[config.mk]
export PLATFORM = sky130hd
export DESIGN_NAME = spi_buf_master
export DESIGN_NICKNAME = d
export VERILOG_FILES = /design/src/rtl/spi_buf_pkg.sv /design/src/rtl/spi_baud_div.sv /design/src/rtl/spi_shift_core.sv /design/src/rtl/spi_rx_hold.sv /design/src/rtl/spi_buf_master.sv
export SDC_FILE = /design/constraint.sdc
export NUM_CORES = 1
export LEC_CHECK = 0
export BUFFER_PORTS_ARGS = -buffer_cell sky130_fd_sc_hd__buf_2
export CAP_MARGIN = 5
export CELL_PAD_IN_SITES_DETAIL_PLACEMENT = 0
export CELL_PAD_IN_SITES_GLOBAL_PLACEMENT = 1
export CORE_ASPECT_RATIO = 0.6
export CORE_MARGIN = 2
export CORE_UTILIZATION = 44
export CTS_CLUSTER_SIZE = 16
export DETAILED_ROUTE_END_ITERATION = 7
export GPL_TIMING_DRIVEN = 0
export HOLD_SLACK_MARGIN = 0.05
export MAX_ROUTING_LAYER = met4
export PLACE_DENSITY = 0.77
export SLEW_MARGIN = 40
export SYNTH_ARGS = -nofsm -noshare
export SYNTH_HDL_FRONTEND = slang
export SYNTH_SLANG_ARGS = --single-unit
export TNS_END_PERCENT = 20
[constraint.sdc]
create_clock -name clk_i -period 2.9 [get_ports clk_i]
set_input_delay 0.145 -clock clk_i [delete_from_list [all_inputs] [get_ports clk_i]]
set_output_delay 0.145 -clock clk_i [all_outputs]
set_load 0.05 [all_outputs]
[src/rtl/spi_buf_pkg.sv]
`timescale 1ns/1ps
package spi_buf_pkg;
  typedef enum logic [1:0] {
    ST_IDLE,
    ST_LEAD,
    ST_XFER,
    ST_TRAIL
  } eng_state_e;
endpackage

[src/rtl/spi_baud_div.sv]
`timescale 1ns/1ps
module spi_baud_div #(
  parameter int unsigned DIV_W = 8
) (
  input  logic             clk_i,
  input  logic             rst_ni,
  input  logic             run_i,
  input  logic [DIV_W-1:0] div_i,
  output logic             tick_o
);
  logic [DIV_W-1:0] cnt_q;
  logic [DIV_W-1:0] lim;

  // a divider of 0 behaves as 1
  assign lim    = (div_i == '0) ? '0 : div_i - 1'b1;
  assign tick_o = run_i && (cnt_q >= lim);

  always_ff @(posedge clk_i or negedge rst_ni) begin
    if (!rst_ni)               cnt_q <= '0;
    else if (!run_i || tick_o) cnt_q <= '0;
    else                       cnt_q <= cnt_q + 1'b1;
  end
endmodule

[src/rtl/spi_shift_core.sv]
`timescale 1ns/1ps
module spi_shift_core
  import spi_buf_pkg::*;
#(
  parameter int unsigned DATA_W = 8,
  parameter int unsigned NUM_CS = 4,
  parameter int unsigned CS_W   = (NUM_CS > 1) ? $clog2(NUM_CS) : 1
) (
  input  logic              clk_i,
  input  logic              rst_ni,
  input  logic              en_i,
  input  logic              cpol_i,
  input  logic              cpha_i,
  input  logic [CS_W-1:0]   cs_sel_i,
  input  logic              tick_i,
  input  logic              hold_valid_i,
  input  logic [DATA_W-1:0] hold_data_i,
  input  logic              miso_i,
  output logic              load_o,
  output logic              done_o,
  output logic [DATA_W-1:0] rx_word_o,
  output logic              run_o,
  output logic              sck_o,
  output logic              mosi_o,
  output logic [NUM_CS-1:0] cs_no
);
  localparam int unsigned EDGES     = 2 * DATA_W;
  localparam int unsigned EDGE_W    = $clog2(EDGES);
  localparam logic [EDGE_W-1:0] LAST_EDGE = EDGE_W'(EDGES - 1);

  eng_state_e        state_q;
  logic [DATA_W-1:0] sr_q;
  logic [EDGE_W-1:0] edge_q;
  logic              sck_q, mosi_q, cpol_q, cpha_q;
  logic [CS_W-1:0]   cs_idx_q;

  logic in_xfer, capture, change, last, start_idle, chain;

  assign in_xfer    = (state_q == ST_XFER);
  // even edges lead; phase 0 samples on odd edges, phase 1 on even edges
  assign capture    = tick_i && in_xfer && (edge_q[0] != cpha_q);
  assign change     = tick_i && in_xfer && (edge_q[0] == cpha_q);
  assign last       = tick_i && in_xfer && (edge_q == LAST_EDGE);
  assign start_idle = (state_q == ST_IDLE) && en_i && hold_valid_i;
  assign chain      = last && en_i && hold_valid_i;

  assign load_o    = start_idle || chain;
  assign done_o    = last;
  assign rx_word_o = cpha_q ? sr_q : {sr_q[DATA_W-2:0], miso_i};
  assign run_o     = (state_q != ST_IDLE);
  assign sck_o     = (state_q == ST_IDLE) ? cpol_i : sck_q;
  assign mosi_o    = mosi_q;

  for (genvar i = 0; i < NUM_CS; i++) begin : g_cs
    assign cs_no[i] = !(run_o && (cs_idx_q == CS_W'(i)));
  end

  always_ff @(posedge clk_i or negedge rst_ni) begin
    if (!rst_ni) begin
      state_q  <= ST_IDLE;
      sr_q     <= '0;
      edge_q   <= '0;
      sck_q    <= 1'b0;
      mosi_q   <= 1'b0;
      cpol_q   <= 1'b0;
      cpha_q   <= 1'b0;
      cs_idx_q <= '0;
    end else begin
      unique case (state_q)
        ST_IDLE: begin
          if (start_idle) begin
            sr_q     <= hold_data_i;
            cpol_q   <= cpol_i;
            cpha_q   <= cpha_i;
            cs_idx_q <= cs_sel_i;
            sck_q    <= cpol_i;
            edge_q   <= '0;
            if (cpha_i) mosi_q <= hold_data_i[DATA_W-1];
            state_q  <= ST_LEAD;
          end
        end
        ST_LEAD: if (tick_i) state_q <= ST_XFER;
        ST_XFER: begin
          if (tick_i) begin
            sck_q  <= ~sck_q;
            edge_q <= edge_q + 1'b1;
            if (capture) sr_q <= {sr_q[DATA_W-2:0], miso_i};
            if (change && !(cpha_q && last)) mosi_q <= sr_q[DATA_W-1];
            if (last) begin
              edge_q <= '0;
              if (chain) begin
                sr_q <= hold_data_i;
                if (cpha_q) mosi_q <= hold_data_i[DATA_W-1];
              end else begin
                state_q <= ST_TRAIL;
              end
            end
          end
        end
        ST_TRAIL: if (tick_i) state_q <= ST_IDLE;
        default:  state_q <= ST_IDLE;
      endcase
    end
  end

  logic unused_cpol;
  assign unused_cpol = cpol_q;
endmodule

[src/rtl/spi_rx_hold.sv]
`timescale 1ns/1ps
module spi_rx_hold #(
  parameter int unsigned DATA_W = 8
) (
  input  logic              clk_i,
  input  logic              rst_ni,
  input  logic              done_i,
  input  logic [DATA_W-1:0] word_i,
  input  logic              rd_i,
  output logic [DATA_W-1:0] data_o,
  output logic              full_o,
  output logic              ovr_o
);
  always_ff @(posedge clk_i or negedge rst_ni) begin
    if (!rst_ni) begin
      data_o <= '0;
      full_o <= 1'b0;
      ovr_o  <= 1'b0;
    end else begin
      if (done_i) data_o <= word_i;
      full_o <= done_i || (full_o && !rd_i);
      ovr_o  <= (ovr_o && !rd_i) || (done_i && full_o && !rd_i);
    end
  end
endmodule

[src/rtl/spi_buf_master.sv]
`timescale 1ns/1ps
module spi_buf_master #(
  parameter int unsigned DATA_W = 8,
  parameter int unsigned NUM_CS = 4,
  parameter int unsigned DIV_W  = 8,
  parameter int unsigned CS_W   = (NUM_CS > 1) ? $clog2(NUM_CS) : 1
) (
  input  logic              clk_i,
  input  logic              rst_ni,
  input  logic              en_i,
  input  logic              cpol_i,
  input  logic              cpha_i,
  input  logic [DIV_W-1:0]  div_i,
  input  logic [CS_W-1:0]   cs_sel_i,
  input  logic              tx_wr_i,
  input  logic [DATA_W-1:0] tx_data_i,
  input  logic              rx_rd_i,
  output logic [DATA_W-1:0] rx_data_o,
  output logic              tx_empty_o,
  output logic              rx_full_o,
  output logic              overrun_o,
  output logic              sck_o,
  output logic              mosi_o,
  input  logic              miso_i,
  output logic [NUM_CS-1:0] cs_no
);
  logic [DATA_W-1:0] thr_q;
  logic              load, done, run, tick;
  logic [DATA_W-1:0] rx_word;

  // a write in the load cycle wins the flag; the load takes the old byte
  always_ff @(posedge clk_i or negedge rst_ni) begin
    if (!rst_ni) begin
      thr_q      <= '0;
      tx_empty_o <= 1'b1;
    end else if (tx_wr_i) begin
      thr_q      <= tx_data_i;
      tx_empty_o <= 1'b0;
    end else if (load) begin
      tx_empty_o <= 1'b1;
    end
  end

  spi_baud_div #(.DIV_W(DIV_W)) u_div (
    .clk_i  (clk_i),
    .rst_ni (rst_ni),
    .run_i  (run),
    .div_i  (div_i),
    .tick_o (tick)
  );

  spi_shift_core #(.DATA_W(DATA_W), .NUM_CS(NUM_CS), .CS_W(CS_W)) u_core (
    .clk_i        (clk_i),
    .rst_ni       (rst_ni),
    .en_i         (en_i),
    .cpol_i       (cpol_i),
    .cpha_i       (cpha_i),
    .cs_sel_i     (cs_sel_i),
    .tick_i       (tick),
    .hold_valid_i (!tx_empty_o),
    .hold_data_i  (thr_q),
    .miso_i       (miso_i),
    .load_o       (load),
    .done_o       (done),
    .rx_word_o    (rx_word),
    .run_o        (run),
    .sck_o        (sck_o),
    .mosi_o       (mosi_o),
    .cs_no        (cs_no)
  );

  spi_rx_hold #(.DATA_W(DATA_W)) u_rx (
    .clk_i  (clk_i),
    .rst_ni (rst_ni),
    .done_i (done),
    .word_i (rx_word),
    .rd_i   (rx_rd_i),
    .data_o (rx_data_o),
    .full_o (rx_full_o),
    .ovr_o  (overrun_o)
  );
endmodule

==> key figures <==
Timing
  – Max Clock Skew: 8.72 ps
  – Tightest Pin Transition: 662 ps
  – Min Tclk post-route: 2760 ps
  – Final Max Slew Viols: 0
  – Slew headroom: 0.557
  – Setup violators final: 0
  – Peak Freq: 362 MHz
  – Final Hold Viols: 0
  – Final setup margin: 137 ps
  – Tcrit/Tclk final: 0.953
  – RSZ-0062 raised after global routing: yes

Critical path
  – CP max stage delay: 380 ps
  – Worst setup path start: div_i[0]
  – R2r endpoint: u_core.sr_q[0]$_DFFE_PN0P_
  – Critical Setup Path Class: input port to flop
  – Reg2Reg Setup Slack: 580 ps
  – Endpoint class of the critical path: flop
  – CP required: 3080 ps
  – CP max stage cell: or3_4
  – FF-to-FF Start: u_div.cnt_q[5]$_DFF_PN0_
  – Crit path max fanout: 8
  – R2R depth: 8
  – Worst path arrival time: 2950 ps
  – Worst path cell trace: buf_2 -> inv_1 -> ha_1 -> nor2b_4 -> nand3b_1 -> or3_4 -> and2_1 -> ha_1 -> a31oi_1 -> nor2b_1 -> o21ai_4 -> nand2_2 -> a31oi_1 -> mux2_2
  – Critical path launch point type: input port

Layout
  – Nets: 353
  – Layout area overhead: 18.2%
  – Final std cells w/o fill: 393
  – Antenna Cells: 0
  – Ratio of cells with drive above 1 in the final layout: 0.342

Run
  – Maxcap violations: 0

GRT
  – Largest net degree at the start of global routing: 47
  – First-pass GRT wire length: 9960 um
  – Initial antenna violation count: 0
  – Vias in the first global route: 1991
  – Grt ovf: 0
  – Global-route total usage across every layer: 0.196

Logic synthesis
  – Yosys cell types: 46
  – Mapped Area: 2680 sq um
  – Post-Syn Instances: 259
  – Syn avg cell area: 10.3 sq um
  – Seq/Total Area, Yosys: 0.431
  – Main synth FF type: dfrtp_1
  – EDFF count, synth: 0
  – FF+latch count, synth: 46
  – Syn nets: 300
  – Ys Warns: 0
  – Synth async-reset ratio: 1.00

Routing
  – Routed WL per cell: 14.8 um
  – Vias/cell: 5.22
  – # DRC: 0
  – Iteration-0 DRC Markers: 103
  – Final wirelength: 5830 um
  – Post-route ant nets: 0
  – Via count: 2052
  – 1st-pass router iterations: 4

CTS
  – Inserted Clock Buffers: 5
  – Clk pin slew, worst setup/hold paths: 90 ps
  – CTS Root Cell: clkbuf_8
  – CTS tree: yes
  – H-tree levels: 2
  – Clk_lat worst skew: 300 ps
  – Clock buffer depth: 2
  – Clk sinks: 46

Power
  – Total power: 2.60 mW
  – Leak: 1.54 nW
  – Peak supply drop: 0.338 mV
  – Power Density: 822 nW/um^2

Outcome
  – Status: completed

Placed design
  – RD Place Congestion: 0.767
  – IO buf count: 41
  – Pre-CTS WS: -363 ps
  – Post-DP HPWL: 4450 um
  – Placed Instances: 380

Worst hold path
  – Depth of the worst hold-timing path: 2
  – Min-delay worst type: input port to flop
  – Hold Path End: thr_q[3]$_DFFE_PN0P_
  – HP Start: tx_data_i[3]

Die
  – Initial core utilization: 0.467
  – Die Y: 64.4 um
  – I/O pin count: 43
  – Std cell rows: 21
  – Die width: 105 um
  – Core area: 5730 sq um
  – Die ar.: 6740 sq um
[flip-flops by register name, summed over array words and instances (netlist names)]
signal	count
thr_q	8
tx_empty_o	1
u_core.cpha_q	1
u_core.cs_idx_q	2
u_core.edge_q	4
u_core.mosi_o	1
u_core.sck_q	1
u_core.sr_q	8
u_core.state_q	2
u_div.cnt_q	8
u_rx.data_o	8
u_rx.full_o	1
u_rx.ovr_o	1
[critical path, delay by kind of cell]
kind                     cells  cell delay [ps]
adder cells (fa/ha/maj)      2              450
multiplexers                 1              350
buffers and inverters        2              160
AND/OR/NAND/NOR              6             1150
AO/OA/AOI/OAI                3              670
[cell type report]
class                      count  area, sq um
clock buffer                   5         68.8
timing repair buffer          46          263
tap                           80          100
clock inverter                 3         43.8
buffer                         8         63.8
fill                         548         2560
sequential                    46         1150
multi-input combinational    196         1440
inverter                       9         33.8
[cell families (layout without fill, tap and decap cells)]
kind of cell | count (synthesis) | after routing | share of synthesized area
compound gates | 44 | 44 | 0.125
xor+xnor | 12 | 12 | 0.0393
fa+ha+maj | 15 | 15 | 0.0702
buf+inv | 17 | 71 | 0.0365
flops | 46 | 46 | 0.431
mux | 33 | 33 | 0.138
simple gates | 92 | 92 | 0.160
[synthesized netlist by cell type, types with 2 or more instances]
| cell | count | share of area |
|---|---|---|
| dfrtp_1 | 45 | 0.42 |
| nor2_1 | 32 | 0.045 |
| mux2_2 | 30 | 0.13 |
| nand2_1 | 23 | 0.032 |
| ha_1 | 15 | 0.070 |
| nand3_1 | 12 | 0.022 |
| inv_1 | 9 | 0.013 |
| a221o_2 | 8 | 0.034 |
| o21ai_0 | 8 | 0.015 |
| xor2_1 | 8 | 0.026 |
| a21oi_1 | 7 | 0.013 |
| a31oi_1 | 7 | 0.016 |
| nor2b_1 | 5 | 0.012 |
| and3_1 | 4 | 0.0094 |
| xnor2_1 | 4 | 0.013 |
| mux2i_1 | 3 | 0.011 |
| nand2b_1 | 3 | 0.0070 |
| nor3_1 | 3 | 0.0056 |
| a211oi_1 | 2 | 0.0056 |
| buf_6 | 2 | 0.0084 |
| clkbuf_1 | 2 | 0.0028 |
| o22ai_1 | 2 | 0.0047 |
| or3_1 | 2 | 0.0047 |
[how the worst max path moves through the flow]
stage / endpoint / slack (ps) / cells past startpoint
after CTS: u_core.sr_q[1]$_DFFE_PN0P_ / 30 / 15
after floorplan: u_core.sr_q[7]$_DFFE_PN0P_ / 100 / 14
after detailed placement: u_core.sr_q[1]$_DFFE_PN0P_ / -360 / 15
after global routing: u_core.state_q[1]$_DFFE_PN0P_ / -30 / 14
final: u_core.state_q[1]$_DFFE_PN0P_ / 140 / 14
after global placement: u_core.state_q[1]$_DFFE_PN0P_ / -370 / 14
[power breakdown]
part / internal [mW] / switching [mW] / total, mW
registers: 0.801 / 0.178 / 0.979
clock network: 0.258 / 0.223 / 0.481
logic: 0.482 / 0.659 / 1.14
total: 1.54 / 1.06 / 2.60
[placed cells by master, fill, tap and decap left out, types with 2 or more instances in the layout]
master,netlist,routed
dfrtp_1,45,45
buf_2,1,41
nor2_1,32,32
mux2_2,30,30
nand2_1,23,23
ha_1,15,15
nand3_1,12,12
inv_1,9,9
o21ai_0,8,8
xor2_1,8,8
a221o_2,8,8
a21oi_1,7,7
a31oi_1,7,7
clkbuf_8,1,6
xnor2_1,4,4
nor2b_1,5,4
and3_1,4,4
buf_4,1,4
nor3_1,3,3
mux2i_1,3,3
nand2b_1,3,3
buf_6,2,2
clkbuf_1,2,2
a211oi_1,2,2
o22ai_1,2,2
dlygate4sd3_1,0,2
[through the flow]
step	cell area (sq um)	util	hold slack, ps	TNS [ps]
final	3160	0.552	67.7	0
after global routing	3160	0.552	59.6	-91.9
after CTS	3120	0.544	57.2	0
after detailed placement	2980	0.521	193	-6250
after global placement	2980	0.520	321	-6260
after floorplan	2680	-	-151	0
[per-layer routing]
| metal | part of all wire | GRT usage |
|---|---|---|
| met5 | 0 | - |
| met2 | 0.39 | 0.252 |
| met1 | 0.57 | 0.311 |
| met3 | 0.040 | 0.0398 |
| met4 | 0.0050 | 0.0400 |
[timing repair]
item / in CTS / in global routing
hold buffers: 2 / 0
buffers inserted: 0 / 3
pin swaps: 0 / 3
hold endpoints to repair: 47 / 0
endpoints found under the setup margin: 9 / 26
gates resized for setup: 1 / 2
No activity file was read; power rests on OpenSTA's default activity.
